[config.mk]
export PLATFORM = sky130hd
export DESIGN_NAME = bd_fetch_unit
export DESIGN_NICKNAME = d
export VERILOG_FILES = /design/src/rtl/bd_fetch_pkg.sv /design/src/rtl/bd_fetch_seq.sv /design/src/rtl/bd_word_capture.sv /design/src/rtl/bd_slave_port.sv /design/src/rtl/bd_fetch_unit.sv
export SDC_FILE = /design/constraint.sdc
export NUM_CORES = 1
export LEC_CHECK = 0
export BUFFER_PORTS_ARGS = -buffer_cell sky130_fd_sc_hd__buf_2
export CORE_MARGIN = 3
export CORE_UTILIZATION = 52
export DETAILED_ROUTE_END_ITERATION = 10
export PLACE_DENSITY = 0.86
export SLEW_MARGIN = 20
export SYNTH_ARGS = -nofsm -noshare
export SYNTH_HDL_FRONTEND = slang
export SYNTH_SLANG_ARGS = --single-unit
[constraint.sdc]
create_clock -name clk -period 4.5 [get_ports clk]
set_input_delay 0.675 -clock clk [delete_from_list [all_inputs] [get_ports clk]]
set_output_delay 0.675 -clock clk [all_outputs]
set_load 0.02 [all_outputs]
[src/rtl/bd_fetch_pkg.sv]
package bd_fetch_pkg;
  localparam int BD_WORD_W   = 32;
  localparam int BD_WORDS    = 4;
  localparam int BD_SEL_W    = $clog2(BD_WORDS);
  localparam int BD_MAX_DESC = 256;
  localparam int BD_IDX_W    = $clog2(BD_MAX_DESC);
  localparam int BD_AW       = BD_IDX_W + BD_SEL_W;
  localparam int BD_LAST_BIT = 31;

  typedef logic [BD_WORD_W-1:0] bd_word_t;
  typedef logic [BD_SEL_W-1:0]  bd_sel_t;
  typedef logic [BD_IDX_W-1:0]  bd_idx_t;
  typedef logic [BD_AW-1:0]     bd_addr_t;

  typedef enum logic [2:0] {
    ENG_IDLE, ENG_ARM, ENG_ISSUE, ENG_COLLECT, ENG_HOLD
  } eng_state_e;

  function automatic bd_addr_t word_addr(bd_idx_t idx, bd_sel_t sel);
    return {idx, sel};
  endfunction

  function automatic logic desc_is_last(bd_word_t ctrl);
    return ctrl[BD_LAST_BIT];
  endfunction

  function automatic bd_idx_t desc_next(bd_word_t ctrl);
    return ctrl[BD_IDX_W-1:0];
  endfunction
endpackage

[src/rtl/bd_fetch_seq.sv]
module bd_fetch_seq
  import bd_fetch_pkg::*;
(
  input  logic       clk,
  input  logic       rst_n,
  input  logic       fetch_start,
  input  bd_idx_t    head,
  input  logic       burst_done,
  input  bd_word_t   ctrl_word,
  input  logic       slave_busy,
  input  logic       cap_done,
  output eng_state_e state,
  output bd_sel_t    issue_sel,
  output bd_idx_t    cur_idx,
  output logic       eng_claim,
  output logic       desc_ready
);
  localparam bd_sel_t LAST_SEL = bd_sel_t'(BD_WORDS - 1);

  logic chain_last;
  assign chain_last = desc_is_last(ctrl_word);

  // engine takes the memory this cycle (slave must not be granted)
  assign eng_claim = (state == ENG_IDLE && fetch_start) ||
                     (state == ENG_HOLD && burst_done && !chain_last);

  always_ff @(posedge clk or negedge rst_n) begin
    if (!rst_n) begin
      state      <= ENG_IDLE;
      issue_sel  <= '0;
      cur_idx    <= '0;
      desc_ready <= 1'b0;
    end else begin
      desc_ready <= 1'b0;
      unique case (state)
        ENG_IDLE: if (fetch_start) begin
          cur_idx <= head;
          state   <= ENG_ARM;
        end
        ENG_ARM: if (!slave_busy) begin
          issue_sel <= '0;
          state     <= ENG_ISSUE;
        end
        ENG_ISSUE: begin
          issue_sel <= issue_sel + 1'b1;
          if (cap_done) begin
            state      <= ENG_HOLD;
            desc_ready <= 1'b1;
          end else if (issue_sel == LAST_SEL) begin
            state <= ENG_COLLECT;
          end
        end
        ENG_COLLECT: if (cap_done) begin
          state      <= ENG_HOLD;
          desc_ready <= 1'b1;
        end
        ENG_HOLD: if (burst_done) begin
          if (chain_last) begin
            state <= ENG_IDLE;
          end else begin
            cur_idx <= desc_next(ctrl_word);
            state   <= ENG_ARM;
          end
        end
        default: state <= ENG_IDLE;
      endcase
    end
  end
endmodule

[src/rtl/bd_word_capture.sv]
module bd_word_capture
  import bd_fetch_pkg::*;
(
  input  logic clk,
  input  logic rst_n,
  input  logic clear,
  input  logic active,
  input  logic rvalid,
  input  bd_word_t rdata,
  output logic [BD_WORDS-1:0][BD_WORD_W-1:0] words,
  output logic cap_done
);
  localparam bd_sel_t LAST_SEL = bd_sel_t'(BD_WORDS - 1);

  bd_sel_t cnt;
  logic    take;

  assign take     = active && rvalid;
  assign cap_done = take && (cnt == LAST_SEL);

  always_ff @(posedge clk or negedge rst_n) begin
    if (!rst_n)      cnt <= '0;
    else if (clear)  cnt <= '0;
    else if (take)   cnt <= cnt + 1'b1;
  end

  for (genvar g = 0; g < BD_WORDS; g++) begin : g_word
    always_ff @(posedge clk or negedge rst_n) begin
      if (!rst_n)                             words[g] <= '0;
      else if (take && cnt == bd_sel_t'(g))   words[g] <= rdata;
    end
  end
endmodule

[src/rtl/bd_slave_port.sv]
module bd_slave_port
  import bd_fetch_pkg::*;
(
  input  logic     clk,
  input  logic     rst_n,
  input  logic     req,
  input  logic     we,
  input  bd_addr_t addr,
  input  logic     may_grant,
  input  logic     rvalid,
  output logic     grant,
  output logic     wr_en,
  output logic     busy,
  output bd_addr_t hold_addr,
  output logic     ack
);
  assign grant = req && !busy && may_grant;
  assign wr_en = grant && we;
  assign ack   = wr_en || (busy && rvalid);

  always_ff @(posedge clk or negedge rst_n) begin
    if (!rst_n) begin
      busy      <= 1'b0;
      hold_addr <= '0;
    end else if (grant && !we) begin
      busy      <= 1'b1;
      hold_addr <= addr;
    end else if (busy && rvalid) begin
      busy <= 1'b0;
    end
  end
endmodule

[src/rtl/bd_fetch_unit.sv]
module bd_fetch_unit
  import bd_fetch_pkg::*;
(
  input  logic                 clk,
  input  logic                 rst_n,
  input  logic                 fetch_start,
  input  logic [BD_IDX_W-1:0]  fetch_head,
  input  logic                 burst_done,
  output logic                 desc_ready,
  output logic                 desc_valid,
  output logic [BD_WORD_W-1:0] desc_src,
  output logic [BD_WORD_W-1:0] desc_dst,
  output logic [BD_WORD_W-1:0] desc_len,
  output logic [BD_WORD_W-1:0] desc_ctrl,
  output logic                 desc_last,
  input  logic                 reg_req,
  input  logic                 reg_we,
  input  logic [BD_AW-1:0]     reg_addr,
  input  logic [BD_WORD_W-1:0] reg_wdata,
  output logic                 reg_ack,
  output logic [BD_WORD_W-1:0] reg_rdata,
  output logic                 ram_re,
  output logic [BD_AW-1:0]     ram_raddr,
  input  logic [BD_WORD_W-1:0] ram_rdata,
  input  logic                 ram_rvalid,
  output logic                 ram_we,
  output logic [BD_AW-1:0]     ram_waddr,
  output logic [BD_WORD_W-1:0] ram_wdata
);
  eng_state_e eng_state;
  bd_sel_t    issue_sel;
  bd_idx_t    cur_idx;
  logic       eng_claim, cap_done, slv_busy, slv_grant, slv_wr, issue_active;
  logic       eng_fetching, eng_arm;
  bd_addr_t   slv_addr;
  logic [BD_WORDS-1:0][BD_WORD_W-1:0] words;

  // named internal events, also watched by the checker
  assign issue_active = (eng_state == ENG_ISSUE);
  assign eng_fetching = issue_active || (eng_state == ENG_COLLECT);
  assign eng_arm      = (eng_state == ENG_ARM);

  bd_fetch_seq u_seq (
    .clk(clk), .rst_n(rst_n), .fetch_start(fetch_start), .head(fetch_head),
    .burst_done(burst_done), .ctrl_word(words[BD_WORDS-1]),
    .slave_busy(slv_busy), .cap_done(cap_done), .state(eng_state),
    .issue_sel(issue_sel), .cur_idx(cur_idx), .eng_claim(eng_claim),
    .desc_ready(desc_ready)
  );

  bd_word_capture u_cap (
    .clk(clk), .rst_n(rst_n), .clear(eng_arm), .active(eng_fetching),
    .rvalid(ram_rvalid), .rdata(ram_rdata), .words(words), .cap_done(cap_done)
  );

  bd_slave_port u_slv (
    .clk(clk), .rst_n(rst_n), .req(reg_req), .we(reg_we), .addr(reg_addr),
    .may_grant((eng_state == ENG_IDLE || eng_state == ENG_HOLD) && !eng_claim),
    .rvalid(ram_rvalid), .grant(slv_grant), .wr_en(slv_wr), .busy(slv_busy),
    .hold_addr(slv_addr), .ack(reg_ack)
  );

  assign ram_re    = issue_active || slv_busy;
  assign ram_raddr = issue_active ? word_addr(cur_idx, issue_sel) : slv_addr;
  assign ram_we    = slv_wr;
  assign ram_waddr = reg_addr;
  assign ram_wdata = reg_wdata;
  assign reg_rdata = ram_rdata;

  assign desc_valid = (eng_state == ENG_HOLD);
  assign desc_src   = words[0];
  assign desc_dst   = words[1];
  assign desc_len   = words[2];
  assign desc_ctrl  = words[3];
  assign desc_last  = desc_is_last(words[3]);
endmodule

After elaboration in Yosys (flattened, before gate mapping)
Index checks and enable logic that the tools add are counted.

storage, ports and cells
  logic and storage cells = 81
  register bits after elaboration = 155
  input port bits = 89
  output and inout bits = 218

operators by class
  $add $sub $neg = 2
  equal/unequal tests = 14
  reduce and logical (&&, ||, !) cells = 33
  muxes and demuxes = 21

operators with widths
  operator             number
  $mux 8               3
  $mux 3               6
  $pmux 8 s2           1
  $pmux 3 s5           1
  $logic_and 1x1->1    14
  $mux 10              1
  $ne 2x2->1 const B   5
  $reduce_bool 2->1    4
  $eq 2x2->1 const B   3
  $eq 3x2->1 const B   2
  $mux 2               3
  $logic_or 1x1->1     5
  $mux 1               5
  $reduce_and 5->1     1
  $add 2x1->2 const B  2
  $logic_not 1->1      4
  $pmux 2 s2           1
  $reduce_and 4->1     1
  $eq 3x1->1 const B   1
  $eq 3x3->1 const B   1
  $logic_not 3->1      1
  $ne 3x2->1 const B   1
  $eq 2x1->1 const B   1
  $logic_not 2->1      1
  other kinds (2)      2

Longest topological paths before layout
Gate-level depths: netlist (run 1).

  depth after elaboration = 9
  gate-level depth with buffers = 5
  mapped depth without buffers = 4

By module
A second synthesis (run 1) with hierarchy kept.

unflattened totals
  cells, all modules = 474
  area total of the unflattened synthesis = 7270.7 um2

by module, submodules not included
  module           area each (um2)  cells each  times used  sequential area each (um2)
  bd_word_capture  5285.1           289         1           3253.1
  bd_fetch_seq     762.0            62          1           350.3
  bd_fetch_unit    738.2            92          1           0.0
  bd_slave_port    485.5            31          1           275.3

Worst setup path before layout (run 1)
OpenSTA, ideal clock, no wires.

  path type = flip-flop to output port
  start = register u_seq.state[0]
  end = output port ram_raddr[1]
  stages on the path, launching flop included = 5
  data required time = 3.825 ns
  buffers on the path = 2
  path slack = 2.372 ns
  data arrival time = 1.453 ns
  cell sequence = dfrtp_1 > buf_2 > nor3_2 > buf_2 > mux2_2

between the ends
  longest elaborated chain between the ends = 2

ends and longest elaborated chain
  item                    line                 source
  from (decl)             bd_fetch_seq.sv:12   output eng_state_e state,
  from (signal assigned)  bd_fetch_seq.sv:29   state <= ENG_IDLE;
  from (signal assigned)  bd_fetch_seq.sv:38   state <= ENG_ARM;
  from (signal assigned)  bd_fetch_seq.sv:42   state <= ENG_ISSUE;
  $eq 3x2->1              bd_fetch_unit.sv:39  assign issue_active = (eng_state == ENG_ISSUE);
  $mux 10                 bd_fetch_unit.sv:64  assign ram_raddr = issue_active ? word_addr(cur_idx, issue_sel) : slv_addr;
  to (decl)               bd_fetch_unit.sv:23  output logic [BD_AW-1:0] ram_raddr,

Every way passes these cells.

Worst setup path after layout (run 1)
  start = register u_seq.state[1]
  end = output port ram_raddr[0]

Same word-level chain as after synthesis.

==> flow_summary.toml, run 1 <==
[floorplan]
dieArea_um2 = 15100
die_height_um = 123
core_um2 = 13300
chipWidth_um = 123
start_util_pct = 53.2
placementRows = 42
ioPinCount = 307

[pwr]
finalPower_mw = 7.00
pwr-share-comb_pct = 43.4
p_seq_share_pct = 36.5
leakagePower_nw = 4.24
p_sw_mw = 2.67
p_int_mw = 4.33
p_sw_share_pct = 38.2
clockPowerShare_pct = 20.1
p_per_area_nw_per_um2 = 835
max-vdd-ir-drop_mv = 0.516

[critical_path]
critPathKind = "flip-flop to output port"
crit_fanout = 16
end_kind = "output port"
start_kind = "flip-flop"
required_ps = 3830
critPathArrivalTime_ps = 2830

[cts]
numClockSinks = 155
insertion_delay_ps = 420
cts-root-buf = "clkbuf_16"
cts_buffers = 17
hold_buffers = 0
cts.path.max_buffers = 2
clk_pin_slew_worst_paths_ps = 60
cts.repair.resized = 0
cts_tree = "done"
post-cts-setup-buffers = 0
htree_num_levels = 4

[grt]
grt_pass1_vias = 4401
grt_use_total_pct = 20.8
grt_antenna_before_repair = 0
grt_max_degree = 98
grt_overflow = 0
grt_pass1_wl_um = 23800

[timing]
finalHoldViolCount = 0
finalMaxSlewViolations = 0
setup_tns_ps = 0
fin_skew_ps = 6.41
slew-limit-headroom_pct = 39.5
fin_crit_sh_pct = 77.8
hold_ws_ps = 355
max_freq_mhz = 286
rsz0062_at_grt = "false"
report.final.setup_viol = 0
period_needed_ps = 3500
worst_pin_slew_ps = 903

[placement]
dp_hpwl_um = 11100
portBuffers = 242
routabilityCongestion = 0.838

[logic_synthesis]
yosysMostFrequentCell = "dfrtp_1"
synth-main-ff-cell = "dfrtp_1"
ys_top_cells_by_area = "dfrtp_1 (55%), mux2_2 (20%), mux2_4 (8.3%), buf_4 (8.0%), buf_6 (1.6%)"
ys_ff_latch = 155
synth_cell_type_count = 37
synth_nets = 564
synthesis.area_um2 = 7080
syn_inst = 470
ys_seq_area_share_pct = 54.8
synth_edf_count = 0
avgSynthCellArea_um2 = 15.1
yosysWarnings = 0
async_flop_share_pct = 100
netlist_top_cells_count = "dfrtp_1 (155), mux2_2 (123), buf_4 (75), mux2_4 (39), buf_6 (10)"
synth_top_area_cell = "dfrtp_1"
synth_top_area_share_pct = 54.8

[routing]
routed_via_density = 5.20
vias = 4305
wl_per_cell_um = 18.8
first_pass_iters = 4
antenna_left = 0
route.detailed.drc = 0
drt_first_iter_violations = 220
wl_um = 15600

[hold_path]
min-delay-path-class = "primary input to asynchronous set/reset pin"

[run]
timing.max_cap.violations = 0

[run_status]
status = "completed"

[cells_and_area]
drive_gt1_share_pct = 68.6
diodes = 0
fin_nets = 734
area_growth_pct = 18.4
area by class of cell:
type	instances	area, um2
Multi-Input combinational cell	215	2440
Tap cell	176	220
Sequential cell	155	3880
Clock buffer	18	429
Fill cell	960	4910
Inverter	6	22.5
Timing Repair Buffer	245	1240
Clock inverter	13	151
registers in the layout (all words and copies together), names as in the netlist:
name	flops
u_cap.words	128
u_slv.hold_addr	10
u_seq.cur_idx	8
u_seq.state	3
u_cap.cnt	2
u_seq.issue_sel	2
u_seq.desc_ready	1
u_slv.busy	1
per-stage QoR:
stage          area (um2)  worst slack, ps  instances  utilization [%]
3_5_place_dp         7800             1400        797             58.7
3_3_place_gp         7800             1560        797             58.7
4_1_cts              8380              942        828             63.1
2_1_floorplan        7080             2370        470                -
5_1_grt              8380              821        828             63.1
6_report             8380              999        828             63.1
critical path, cell delays in order (launching register included):
cell,delay (ps)
dfrtp_1,860
inv_1,190
nor3_2,770
mux2_2,430
buf_2,160
layout by cell type (no fill, tap or decap), types with 2 or more instances in the layout:
master and n:
o21ai_0 2, mux2_1 2, a22o_1 2, nand2_1 5
nand2b_1 2, bufinv_16 3, ha_1 5, clkinvlp_4 3
buf_2 241, dfrtp_1 155, a21oi_1 2, clkinv_2 6
inv_1 6, clkbuf_16 17, mux2_2 123, nor3b_1 2
a221oi_1 2, nor2_1 5, nand3_4 3, and2_1 2
buf_4 3, a32o_1 3, mux2_4 39
per-layer routing:
metal | part of all wire, % | vias up | GRT usage (%)
met5 | 0 | - | 0
met4 | 1.5 | 0 | 7.35
met3 | 7.9 | 19 | 6.08
met2 | 50 | 217 | 35.4
met1 | 40 | 2167 | 25.1
li1 | - | 1902 | -
path summary, 6_finish.rpt:
check                                   endpoint  depth (start not counted)  slack, ps              from
worst max-delay path                ram_raddr[0]                          4       1000    u_seq.state[1]
worst max register to register   u_cap.words[87]                          2       2190    u_seq.state[1]
min in group clk                u_cap.words[113]                          1        500  u_cap.words[113]
worst min-delay path            u_seq.cur_idx[6]                          1        360             rst_n
max in group asynchronous        u_cap.words[19]                          2       3190             rst_n
worst min register to register  u_cap.words[113]                          1        500  u_cap.words[113]
kinds of logic (layout without fill, tap and decap cells):
group                    after synthesis  after routing  synth area share (%)
AO/OA/AOI/OAI                         15             15                  1.80
adder cells (fa/ha/maj)                5              5                 0.884
buffers and inverters                100            282                  10.7
flip-flops                           155            155                  54.8
multiplexers                         165            165                  28.3
AND/OR/NAND/NOR                       30             30                  3.52
power by group through the flow:
| stage | Clock, mW | Sequential, mW | Combinational (mW) |
|---|---|---|---|
| 2_1_floorplan | 0 | 3.16 | 1.50 |
| 3_3_place_gp | 0 | 2.51 | 2.98 |
| 3_5_place_dp | 0 | 2.56 | 3.07 |
| 4_1_cts | 1.43 | 2.55 | 3.08 |
| 5_1_grt | 1.49 | 2.64 | 3.25 |
| 6_report | 1.41 | 2.56 | 3.04 |
(Power assumes the default switching activity.)
==> run 2, diff against run 1 <==
--- a/config.mk
+++ b/config.mk
@@ -5,11 +5,12 @@
 export SDC_FILE = /design/constraint.sdc
 export NUM_CORES = 1
 export LEC_CHECK = 0
+export ABC_AREA = 1
 export BUFFER_PORTS_ARGS = -buffer_cell sky130_fd_sc_hd__buf_2
 export CORE_MARGIN = 3
-export CORE_UTILIZATION = 52
+export CORE_UTILIZATION = 43
 export DETAILED_ROUTE_END_ITERATION = 10
-export PLACE_DENSITY = 0.86
+export PLACE_DENSITY = 0.77
 export SLEW_MARGIN = 20
 export SYNTH_ARGS = -nofsm -noshare
 export SYNTH_HDL_FRONTEND = slang
==> constraint.sdc (replaced) <==
create_clock -name clk -period 3.1 [get_ports clk]
set_input_delay 0.465 -clock clk [delete_from_list [all_inputs] [get_ports clk]]
set_output_delay 0.465 -clock clk [all_outputs]
set_load 0.02 [all_outputs]
==> flow_summary.toml, run 2 <==
[run_status]
status = "completed"

[critical_path]
critPathArrivalTime_ps = 1920
start_kind = "flip-flop"
crit_fanout = 13
end_kind = "output port"
crit_start = "u_seq.state[1]"
required_ps = 2630
rr_startpoint = "u_seq.state[2]"
critPathKind = "flip-flop to output port"

[grt]
grt_antenna_before_repair = 0
grt_pass1_wl_um = 25000
grt_overflow = 0
grt_max_degree = 65
grt_use_total_pct = 18.7
grt_pass1_vias = 4889

[routing]
vias = 5189
route.detailed.drc = 0
drt_first_iter_violations = 288
first_pass_iters = 4
antenna_left = 0
routed_via_density = 4.81
wl_um = 15800
wl_per_cell_um = 14.7

[cells_and_area]
drive_gt1_share_pct = 32.8
fin_cells = 1079
area_growth_pct = 20.6
top_register = "u_cap.words"
layout_common_cells = "buf_2 (241), nand2_1 (205), dfrtp_1 (155)"
postLayoutCoreUtil_pct = 54.4
diodes = 0
final_common_cell = "buf_2"
ff_latch_area_um2 = 3880
largest_reg_flops = 128
multi_input_area_um2 = 1850
design_area_um2 = 8080
fin_nets = 976
reg_top3 = "u_cap.words x128, u_slv.hold_addr x10, u_seq.cur_idx x8"
fillers = 1363

[hold_path]
min-delay-path-class = "primary input to flip-flop"
hp-start = "ram_rvalid"

[floorplan]
placementRows = 44
start_util_pct = 45.1
chipWidth_um = 131
ioPinCount = 307
dieArea_um2 = 17100
core_um2 = 14900
die_height_um = 131

[pwr]
leakagePower_nw = 4.51
finalPower_mw = 9.29
p_per_area_nw_per_um2 = 1150
max-vdd-ir-drop_mv = 0.522

[logic_synthesis]
yosysMostFrequentCell = "nand2_1"
ys_ff_latch = 155
syn_inst = 722
avgSynthCellArea_um2 = 9.28
synth_top_area_share_pct = 57.9
synth_edf_count = 0
async_flop_share_pct = 100
ys_seq_area_share_pct = 57.9
synthesis.area_um2 = 6700
ys_top_cells_by_area = "dfrtp_1 (58%), nand2_1 (11%), o21ai_0 (9.6%), buf_4 (8.9%), inv_1 (3.2%)"
synth_nets = 816
synth-main-ff-cell = "dfrtp_1"
synth_cell_type_count = 25
yosysWarnings = 0
netlist_top_cells_count = "nand2_1 (205), dfrtp_1 (155), o21ai_0 (129), buf_4 (79), inv_1 (57)"
synth_top_area_cell = "dfrtp_1"

[cts]
post-cts-setup-buffers = 0
cts_tree = "done"
cts.repair.resized = 0
cts-root-buf = "clkbuf_16"
clk_pin_slew_worst_paths_ps = 60
hold_buffers = 1
htree_num_levels = 4
cts_buffers = 17
numClockSinks = 155
insertion_delay_ps = 410
cts.path.max_buffers = 2

[placement]
dp_hpwl_um = 11300
routabilityCongestion = 0.860
portBuffers = 242
place_inst = 1046
placed_area_um2 = 7450

[timing]
period_needed_ps = 2380
max_freq_mhz = 420
fin_skew_ps = 7.07
rsz0062_at_grt = "false"
finalHoldViolCount = 0
setup_tns_ps = 0
report.final.setup_viol = 0
fin_crit_sh_pct = 76.8
finalMaxSlewViolations = 0
slew-limit-headroom_pct = 32.7
worst_pin_slew_ps = 1010

[run]
timing.max_cap.violations = 0
[run 2: changes by cell type after synthesis, sizes merged, moves of 3 or more]
cell    delta
a32o       -3
buf        +7
o21ai    +150
nand2    +206
inv       +55
nand4     +14
clkbuf     +6
mux2     -164
[run 2: cell type report]
type | count | area share [%]
Multi-Input combinational cell | 399 | 22.9
Tap cell | 184 | 2.85
Sequential cell | 155 | 48.0
Timing Repair Buffer | 248 | 15.8
Clock buffer | 19 | 5.61
Clock inverter | 13 | 2.03
Inverter | 61 | 2.83
[run 2: final timing paths]
path	cells after the start	slack [ps]	to
min reg2reg	2	470	u_slv.hold_addr[5]
max	5	720	reg_ack
max reg2reg	5	1160	u_cap.words[34]
max in group asynchronous	3	1770	u_cap.words[98]
min in group asynchronous	2	570	u_cap.words[90]
min	2	300	u_slv.busy
[run 2: cells by family after synthesis]
family	after synthesis	share of synthesized area [%]
buffers and inverters	168	14.5
and+or+nand+nor	237	14.9
AOI/OAI and AO/OA	157	11.8
adders and majority gates	5	0.934
DFF	155	57.9
[run 2: metal layers]
layer	track usage [%]	routed length, um
met1	24.8	7090
met4	6.78	275
met5	0	0
met2	29.6	7310
met3	5.24	1140
[run 2: worst max-delay path: stages, from the launching register on]
cell and delay, ps:
dfrtp_1 450, nor2_2 270, nand4_2 340, nand2_1 200
o22ai_1 80, buf_2 180
[run 2: stage by stage]
stage / setup slack [ps] / hold slack [ps]
5_1_grt: 556 / 307
2_1_floorplan: 1160 / 169
3_3_place_gp: 1210 / 439
6_report: 718 / 300
4_1_cts: 715 / 275
3_5_place_dp: 1050 / 434
[run 2: power breakdown]
part,switching [mW],internal [mW],leakage [nW]
Combinational,2.54,1.18,2.26
Clock,0.820,1.31,0.300
Sequential,0.516,2.93,1.96
Total,3.87,5.42,4.51
==> run 3, diff against run 2 <==
--- a/config.mk
+++ b/config.mk
@@ -8,9 +8,9 @@
 export ABC_AREA = 1
 export BUFFER_PORTS_ARGS = -buffer_cell sky130_fd_sc_hd__buf_2
 export CORE_MARGIN = 3
-export CORE_UTILIZATION = 43
+export CORE_UTILIZATION = 47
 export DETAILED_ROUTE_END_ITERATION = 10
-export PLACE_DENSITY = 0.77
+export PLACE_DENSITY = 0.8
 export SLEW_MARGIN = 20
 export SYNTH_ARGS = -nofsm -noshare
 export SYNTH_HDL_FRONTEND = slang
==> constraint.sdc (replaced) <==
create_clock -name clk -period 2.25 [get_ports clk]
set_input_delay 0.3375 -clock clk [delete_from_list [all_inputs] [get_ports clk]]
set_output_delay 0.3375 -clock clk [all_outputs]
set_load 0.02 [all_outputs]
==> flow_summary.toml, run 3 (synthesized netlist as in run 2, its figures left out) <==
[run_status]
status = "completed"

[critical_path]
start_kind = "flip-flop"
required_ps = 1910
critPathKind = "flip-flop to output port"
crit_fanout = 21
critPathArrivalTime_ps = 1780
end_kind = "output port"

[routing]
first_pass_iters = 5
drt_first_iter_violations = 333
vias = 5360
route.detailed.drc = 0
wl_um = 16100
wl_per_cell_um = 15.0
antenna_left = 0
routed_via_density = 4.99

[timing]
fin_skew_ps = 8.83
max_freq_mhz = 472
rsz0062_at_grt = "false"
finalHoldViolCount = 0
slew-limit-headroom_pct = 56.6
report.final.setup_viol = 0
fin_crit_sh_pct = 94.1
period_needed_ps = 2120
finalMaxSlewViolations = 0
worst_pin_slew_ps = 650
setup_tns_ps = 0

[pwr]
finalPower_mw = 12.8
max-vdd-ir-drop_mv = 0.816
leakagePower_nw = 4.52
p_per_area_nw_per_um2 = 1580

[cells_and_area]
largest_reg_flops = 128
fin_nets = 980
final_common_cell = "buf_2"
drive_gt1_share_pct = 32.5
reg_top3 = "u_cap.words x128, u_slv.hold_addr x10, u_seq.cur_idx x8"
top_register = "u_cap.words"
diodes = 0
layout_common_cells = "buf_2 (241), nand2_1 (205), dfrtp_1 (155)"
area_growth_pct = 21.0
fillers = 1183
fin_cells = 1074

[floorplan]
core_um2 = 13600
placementRows = 42
dieArea_um2 = 15700
chipWidth_um = 125
die_height_um = 125
start_util_pct = 49.2
ioPinCount = 307

[grt]
grt_max_degree = 69
grt_pass1_wl_um = 26400
grt_use_total_pct = 20.8
grt_antenna_before_repair = 1
grt_overflow = 0
grt_pass1_vias = 5206

[placement]
routabilityCongestion = 0.848
place_inst = 1042
dp_hpwl_um = 11500
portBuffers = 242

[cts]
post-cts-setup-buffers = 0
cts-root-buf = "clkbuf_16"
numClockSinks = 155
insertion_delay_ps = 410
cts_tree = "done"
cts_buffers = 17
htree_num_levels = 4
cts.path.max_buffers = 2
clk_pin_slew_worst_paths_ps = 60

[hold_path]
min-delay-path-class = "primary input to flip-flop"

[run]
timing.max_cap.violations = 0
[run 3: cell count changes in the layout (fill, tap and decap cells not counted), sizes merged]
cell | previous run | this run
inv | 63 | 61
buf | 247 | 251
clkbuf | 19 | 24
clkinv | 6 | 2
[run 3: critical path: stages, from the launching register on]
cell and delay (ps):
dfrtp_1 460, inv_2 150, nand2_4 100, nor2_4 160, inv_4 110, nor2_1 100
inv_1 50, o21a_1 90, buf_2 150
[run 3: final timing paths]
kind / from / end / slack [ps] / depth (start not counted)
min in group asynchronous: rst_n / u_cap.words[124] / 460 / 2
min reg2reg: u_slv.hold_addr[0] / u_slv.hold_addr[0] / 480 / 2
max: u_seq.state[2] / ram_raddr[0] / 130 / 8
max in group asynchronous: rst_n / u_cap.words[82] / 1120 / 3
min: ram_rvalid / u_slv.busy / 160 / 2
max reg2reg: u_seq.state[2] / u_cap.words[27] / 530 / 6
[run 3: per-layer routing]
layer / GRT usage [%] / part of all wire, %
met5: 0 / 0.081
met3: 6.18 / 7.0
met2: 33.5 / 48
met4: 9.44 / 2.6
met1: 25.9 / 42
[run 3: stage by stage]
step	utilization [%]	instance area (um2)	hold WS, ps	setup slack [ps]
6_report	59.6	8110	163	133
3_3_place_gp	55.0	7480	360	512
5_1_grt	59.6	8110	144	0.117
2_1_floorplan	-	6700	41.9	441
3_5_place_dp	55.0	7480	361	472
4_1_cts	59.4	8080	132	13.2
[run 3: area by class of cell]
type	instances	area [um2]	share of cell area, %
Clock buffer	24	472	5.82
Tap cell	176	220	2.72
Inverter	61	234	2.89
Timing Repair Buffer	252	1320	16.3
Clock inverter	7	115	1.42
Sequential cell	155	3880	47.9
Multi-Input combinational cell	399	1870	23.0
[run 3: where the power goes]
| part | internal [mW] | switching (mW) | total, mW |
|---|---|---|---|
| Sequential | 4.03 | 0.741 | 4.78 |
| Clock | 1.79 | 1.04 | 2.84 |
| Combinational | 1.65 | 3.52 | 5.17 |
| Total | 7.48 | 5.31 | 12.8 |
[run 3: repair_timing]
action	CTS	global route
hold buffers	1	0
resized for setup	0	6
endpoints found under the hold margin	59	0
setup endpoints to repair	0	10
